### src/rtl/pwm_seq_pkg.sv
package pwm_seq_pkg;
  typedef enum logic [1:0] {
    ST_OFF  = 2'd0,
    ST_INIT = 2'd1,
    ST_RUN  = 2'd2
  } seq_state_t;
endpackage

### src/rtl/mode_watch.sv
module mode_watch #(
  parameter int N_MODE = 3
) (
  input  logic              clk,
  input  logic              rst,
  input  logic [N_MODE-1:0] pins,
  output logic              changed
);
  logic [N_MODE-1:0] s1, s2, held;
  logic [N_MODE-1:0] diff;

  genvar g;
  generate
    for (g = 0; g < N_MODE; g++) begin : g_bit
      always_ff @(posedge clk) begin
        if (rst) begin
          s1[g]   <= 1'b0;
          s2[g]   <= 1'b0;
          held[g] <= 1'b0;
        end else begin
          s1[g]   <= pins[g];
          s2[g]   <= s1[g];
          held[g] <= s2[g];
        end
      end
      assign diff[g] = s2[g] ^ held[g];
    end
  endgenerate

  assign changed = |diff;
endmodule

### src/rtl/order_tracker.sv
module order_tracker #(
  parameter int MIN_GAP = 16
) (
  input  logic clk,
  input  logic rst,
  input  logic in_off,
  input  logic chip_rst_n,
  input  logic pwr_dn_n,
  output logic pdn_first,
  output logic gap_met
);
  localparam int GAP_MAX = MIN_GAP + 1;
  localparam int GW      = $clog2(GAP_MAX + 1);
  localparam logic [GW-1:0] GAP_TOP = GW'(GAP_MAX);

  logic [GW-1:0] gap_cnt;

  always_ff @(posedge clk) begin
    if (rst) begin
      gap_cnt   <= '0;
      pdn_first <= 1'b0;
    end else if (!pwr_dn_n) begin
      gap_cnt   <= '0;
      pdn_first <= 1'b0;
    end else begin
      if (in_off && gap_cnt != GAP_TOP)
        gap_cnt <= gap_cnt + 1'b1;
      if (in_off && !chip_rst_n)
        pdn_first <= 1'b1;
    end
  end

  assign gap_met = (gap_cnt == GAP_TOP);
endmodule

### src/rtl/init_timer.sv
module init_timer #(
  parameter int LONG_CYC  = 100,
  parameter int SHORT_CYC = 5
) (
  input  logic clk,
  input  logic rst,
  input  logic load,
  input  logic sel_long,
  output logic expired
);
  localparam int CW = $clog2(LONG_CYC + 1);
  localparam logic [CW-1:0] LONG_LD  = CW'(LONG_CYC - 1);
  localparam logic [CW-1:0] SHORT_LD = CW'(SHORT_CYC - 1);

  logic [CW-1:0] cnt;

  always_ff @(posedge clk) begin
    if (rst)
      cnt <= '0;
    else if (load)
      cnt <= sel_long ? LONG_LD : SHORT_LD;
    else if (cnt != '0)
      cnt <= cnt - 1'b1;
  end

  assign expired = (cnt == '0);


  short_load_chk: assert property (@(posedge clk) disable iff (rst)
    (load && !sel_long) |=> (cnt == SHORT_LD));
endmodule

### src/rtl/pwm_startup_seq.sv
module pwm_startup_seq #(
  parameter int CLK_KHZ  = 24576,
  parameter int LONG_MS  = 100,
  parameter int SHORT_MS = 5,
  parameter int TIME_DIV = 1,
  parameter int MIN_GAP  = 16,
  parameter int N_MODE   = 3
) (
  input  logic              clk,
  input  logic              rst,
  input  logic              chip_rst_n,
  input  logic              pwr_dn_n,
  input  logic              mute_req,
  input  logic [N_MODE-1:0] fmt_pins,
  output logic              valid_l,
  output logic              valid_r,
  output logic              hard_mute
);
  import pwm_seq_pkg::*;

  localparam int LONG_CYC  = CLK_KHZ * LONG_MS / TIME_DIV;
  localparam int SHORT_CYC = CLK_KHZ * SHORT_MS / TIME_DIV;

  seq_state_t state, state_n;
  logic both_up, mode_chg, pdn_first, gap_met, expired;
  logic t_load, t_long, play_n;

  assign both_up = chip_rst_n && pwr_dn_n;

  mode_watch #(.N_MODE(N_MODE)) u_mode (
    .clk(clk), .rst(rst), .pins(fmt_pins), .changed(mode_chg)
  );

  order_tracker #(.MIN_GAP(MIN_GAP)) u_order (
    .clk(clk), .rst(rst), .in_off(state == ST_OFF),
    .chip_rst_n(chip_rst_n), .pwr_dn_n(pwr_dn_n),
    .pdn_first(pdn_first), .gap_met(gap_met)
  );

  init_timer #(.LONG_CYC(LONG_CYC), .SHORT_CYC(SHORT_CYC)) u_timer (
    .clk(clk), .rst(rst), .load(t_load), .sel_long(t_long), .expired(expired)
  );

  always_comb begin
    state_n = state;
    t_load  = 1'b0;
    t_long  = 1'b1;
    case (state)
      ST_OFF: begin
        if (both_up) begin
          if (!pdn_first) begin
            state_n = ST_INIT;
            t_load  = 1'b1;
          end else if (gap_met) begin
            state_n = ST_INIT;
            t_load  = 1'b1;
            t_long  = 1'b0;
          end
        end
      end
      ST_INIT: begin
        if (!both_up)
          state_n = ST_OFF;
        else if (expired)
          state_n = ST_RUN;
      end
      ST_RUN: begin
        if (!both_up)
          state_n = ST_OFF;
        else if (mode_chg) begin
          state_n = ST_INIT;
          t_load  = 1'b1;
        end
      end
      default: state_n = ST_OFF;
    endcase
  end

  assign play_n = (state_n == ST_RUN) && !mute_req;

  always_ff @(posedge clk) begin
    if (rst) begin
      state     <= ST_OFF;
      valid_l   <= 1'b0;
      valid_r   <= 1'b0;
      hard_mute <= 1'b1;
    end else begin
      state     <= state_n;
      valid_l   <= play_n;
      valid_r   <= play_n;
      hard_mute <= !play_n;
    end
  end


  off_mute_chk: assert property (@(posedge clk) disable iff (rst)
    (!chip_rst_n || !pwr_dn_n) |=> (!valid_l && hard_mute));


  early_hold_chk: assert property (@(posedge clk) disable iff (rst)
    (state == ST_OFF && both_up && pdn_first && !gap_met) |=> (state == ST_OFF));


  long_init_chk: assert property (@(posedge clk) disable iff (rst)
    (state == ST_OFF && both_up && !pdn_first) |=> (state == ST_INIT && !expired));


  mute_drop_chk: assert property (@(posedge clk) disable iff (rst)
    mute_req |=> (!valid_l && !valid_r && hard_mute));


  restart_chk: assert property (@(posedge clk) disable iff (rst)
    (state == ST_RUN && both_up && mode_chg) |=> (state == ST_INIT));


  pair_chk: assert property (@(posedge clk) disable iff (rst)
    (valid_l == valid_r) && (hard_mute == !valid_l));
endmodule

### config.mk
export PLATFORM = sky130hd
export DESIGN_NAME = pwm_startup_seq
export DESIGN_NICKNAME = d
export VERILOG_FILES = /design/src/rtl/pwm_seq_pkg.sv /design/src/rtl/mode_watch.sv /design/src/rtl/order_tracker.sv /design/src/rtl/init_timer.sv /design/src/rtl/pwm_startup_seq.sv
export SDC_FILE = /design/constraint.sdc
export NUM_CORES = 1
export LEC_CHECK = 0
export ABC_AREA = 1
export CAP_MARGIN = 10
export CORE_ASPECT_RATIO = 1.5
export CORE_MARGIN = 2
export CORE_UTILIZATION = 55
export DETAILED_ROUTE_END_ITERATION = 8
export MAX_ROUTING_LAYER = met4
export PLACE_DENSITY = 0.74
export SLEW_MARGIN = 40
export SYNTH_ARGS = -nofsm -noshare
export SYNTH_HDL_FRONTEND = slang
export SYNTH_SLANG_ARGS = --single-unit
### constraint.sdc
create_clock -name clk -period 4.8 [get_ports clk]
set_clock_uncertainty 0.1 [all_clocks]
set_input_delay 0.96 -clock clk [delete_from_list [all_inputs] [get_ports clk]]
set_output_delay 0.96 -clock clk [all_outputs]
set_load 0.01 [all_outputs]
==> impl_results.md <==
- Pwr/cell area: 365 nW/µm²
- Starting Density: 56.3%
- Mapped Cells: 328
- Worst Max-Slew Pin Slew: 0.296 ns
- Initial antenna violation count: 0
- Layout Cell Area excl Fill: 2410 µm²
- Pleak: 1.16 nW
- # H-tree levels: 2
- 1st-iter DRT viols: 45
- I/O Buffers: 10
- Crit path from: rst
- Unrepaired setup endpoints after global routing: no
- Critical Path RT: 4.89 ns
- Clk_lat worst skew: 0.29 ns
- ANT cells: 0
- CTS root buf: clkbuf_8
- Cts repair resizes: 0
- # IOs: 11
- Max_slew headroom: 80.2%
- Routability Congestion: 0.887
- Reg-to-Reg Start: u_timer.cnt[0]$_SDFFE_PP0P_
- Ys Warns: 0
- Vias in the first global route: 1,822
- Sequential area share after synthesis: 37.5%
- Share of cells above drive strength 1: 10.3%
- Die width: 55.5 µm
- Global-route wire length before repair: 7760 µm
- Simple-gate area share of the yosys netlist: 42.9%
- Synth unique cells: 31
- CP delay by family, top: buffers and inverters
- Mux contribution to synthesized area: 0%
- Number of max-cap violations: 0
- Slew Limit Fails: 0
- Synth Area in Compound Gates: 5.77%
- Worst-path clk slew: 0.07 ns
- WL per Instance: 12.2 µm
- WP buf/inv: 3
- Drt drc: 0
- Multi-input logic area: 1150 µm²
- Hold Path Origin: u_mode.s1[0]$_SDFF_PP0_
- Area after DPL: 2310 µm²
- Number of nets in the layout: 351
- Area Overhead vs Synth: 10.2%
- Reg2Reg Capture Point: u_timer.cnt[21]$_SDFFE_PP0P_
- Via density: 5.21
- Largest family of logic cells by synthesized area: simple AND/OR/NAND/NOR gates
- Hold Path Depth: 2
- Crit Path Max Fanout: 25
- Setup CP Type: input pin to register
- Routed WL: 4710 µm
- Status: complete, no violations
- GR Overflow Total: 0
- Startpoint types: input pin
- Largest net degree at the start of global routing: 26
- Cell area after synthesis: 2190 µm²
- R2r setup slk: 2.90 ns
- Worst-path cell chain: clkdlybuf4s50_1 -> buf_4 -> clkinv_1 -> nand2_1 -> and3b_1
- Final ANT Viol Nets: 0
- Synth Area in Adders: 1.71%
- Clock tree from TritonCTS: built
- Overall routing resource usage: 23.1%
- Slowest-stage cell, CP: clkdlybuf4s50_1
- Syn_nets: 339
- Final hold viol count: 0
- Crit path largest cell delay: 0.45 ns
- Clock Sinks: 41
- Fill count: 367
- Core area: 3890 µm²
- Final setup violation count: 0
- Class of the worst hold path: register to register
- Post-route clock period utilization: 49.5%
- Worst VDD drop: 0.266 mV
- Worst endpoint data arrival time: 2.46 ns
- Synth Register Bits: 41
- TritonCTS buffer count: 5
- Syn avg cell area: 6.68 µm²
- Fin Setup TNS: 0 ns
- Max clock buf depth: 2
- Die area: 4510 µm²
- Final min period: 2.37 ns
- Maximum clock frequency: 421 MHz
- Detailed Place HPWL: 3530 µm
- Post-CTS Setup Inserts: 0
- Reg area: 821 µm²
- Via Count: 2,010
- Row count: 28
- XOR/XNOR Fraction of Synth Area: 2.40%
- Reg2reg path depth: 10
- CP endpoint kind: register
- # hold bufs at CTS: 0
- End of the worst hold path: u_mode.s2[0]$_SDFF_PP0_
- Drt first pass iters: 5
- Die Ht: 81.3 µm
[kinds of logic (layout without fill, tap and decap cells)]
logic type               after synthesis  in the layout
buffers and inverters                 52             65
XOR/XNOR                               6              6
AND/OR/NAND/NOR                      204            204
flip-flops                            41             41
adder cells (fa/ha/maj)                3              3
AO/OA/AOI/OAI                         22             22
[registers in the layout, summed over array words and instances, names as in the netlist]
| register | cells |
|---|---|
| u_mode.held | 3 |
| u_timer.cnt | 22 |
| state | 2 |
| valid_r | 1 |
| u_mode.s2 | 3 |
| hard_mute | 1 |
| u_mode.s1 | 3 |
| u_order.gap_cnt | 5 |
| u_order.pdn_first | 1 |
[synth_stat cells (all sizes together)]
library cell | count | share of area [%]
a211oi | 1 | 0.34
a21o | 1 | 0.34
a21oi | 5 | 1.1
a31oi | 3 | 0.86
and3b | 1 | 0.40
buf | 3 | 1.4
clkbuf | 3 | 0.51
clkinv | 1 | 0.17
dfxtp | 41 | 37
ha | 3 | 1.7
inv | 45 | 7.7
nand2 | 81 | 15
nand3 | 25 | 6.4
nand3b | 4 | 1.4
nand4 | 9 | 2.6
nor2 | 76 | 15
nor3 | 4 | 0.91
nor3b | 1 | 0.34
o211ai | 1 | 0.34
o21ai | 9 | 2.1
o21bai | 2 | 0.69
or2 | 3 | 0.86
xnor2 | 5 | 2.0
xor2 | 1 | 0.40
[where the power goes]
group | internal, W | switching [W]
Combinational | 0.0000837 | 0.000147
Sequential | 0.000369 | 0.0000303
Clock | 0.000130 | 0.000119
[stage by stage]
stage | util [%] | hold WS (ns) | power [W] | cells | worst slack [ns]
global route | 62.1 | 0.320 | 0.000932 | 386 | 2.34
finish | 62.1 | 0.307 | 0.000880 | 386 | 2.43
floorplan | - | 0.288 | 0.000584 | 328 | 2.87
detailed placement | 59.5 | 0.300 | 0.000634 | 378 | 2.14
global placement | 59.5 | 0.289 | 0.000632 | 378 | 2.19
CTS | 62.1 | 0.310 | 0.000883 | 386 | 2.46
[layout by cell type, fill, tap and decap left out, types with 2 or more instances in the layout]
cell type,count
nand4_1,9
nor3_1,4
clkdlybuf4s50_1,10
xnor2_1,5
o21ai_0,9
clkbuf_8,7
nand3_2,3
dfxtp_1,41
nor2_2,11
ha_1,3
nor2_1,63
nand2_2,4
nor2_4,2
nand2_1,75
nand3_1,22
a31oi_1,3
inv_1,44
nand2_4,2
a21oi_1,5
nand3b_1,4
o21bai_1,2
or2_2,3
[tightest hold or removal path: stages, from the launching register on]
cell and delay, ns:
dfxtp_1 0.30, inv_1 0.04, nor2_1 0.03
[layout make-up]
cell class	instances	area share [%]
Multi-Input combinational cell	235	47.8
Sequential cell	41	34.0
Inverter	46	7.15
Timing Repair Buffer	11	4.46
Clock buffer	7	3.99
Tap cell	45	2.33
Clock inverter	1	0.207
[layer usage]
| layer | routed length [µm] | GRT usage, % | vias up | share of wire (%) |
|---|---|---|---|---|
| met3 | 136 | 3.98 | 20 | 2.9 |
| met2 | 2480 | 43.7 | 46 | 53 |
| met1 | 1890 | 21.0 | 900 | 40 |
| met5 | 0 | - | - | 0 |
| met4 | 202 | 15.1 | 0 | 4.3 |
| li1 | - | - | 1044 | - |
[worst max-delay path by stage]
stage | cells past startpoint | endpoint | slack [ns]
after floorplan | 4 | u_order.gap_cnt[2]$_SDFFE_PP0P_ | 2.87
after global placement | 5 | u_order.gap_cnt[2]$_SDFFE_PP0P_ | 2.19
after detailed placement | 5 | u_order.gap_cnt[2]$_SDFFE_PP0P_ | 2.14
after CTS | 5 | u_order.gap_cnt[2]$_SDFFE_PP0P_ | 2.46
after global routing | 5 | u_order.gap_cnt[2]$_SDFFE_PP0P_ | 2.34
final | 5 | u_order.gap_cnt[2]$_SDFFE_PP0P_ | 2.43
Note: power is estimated with default switching activity, not from simulation.
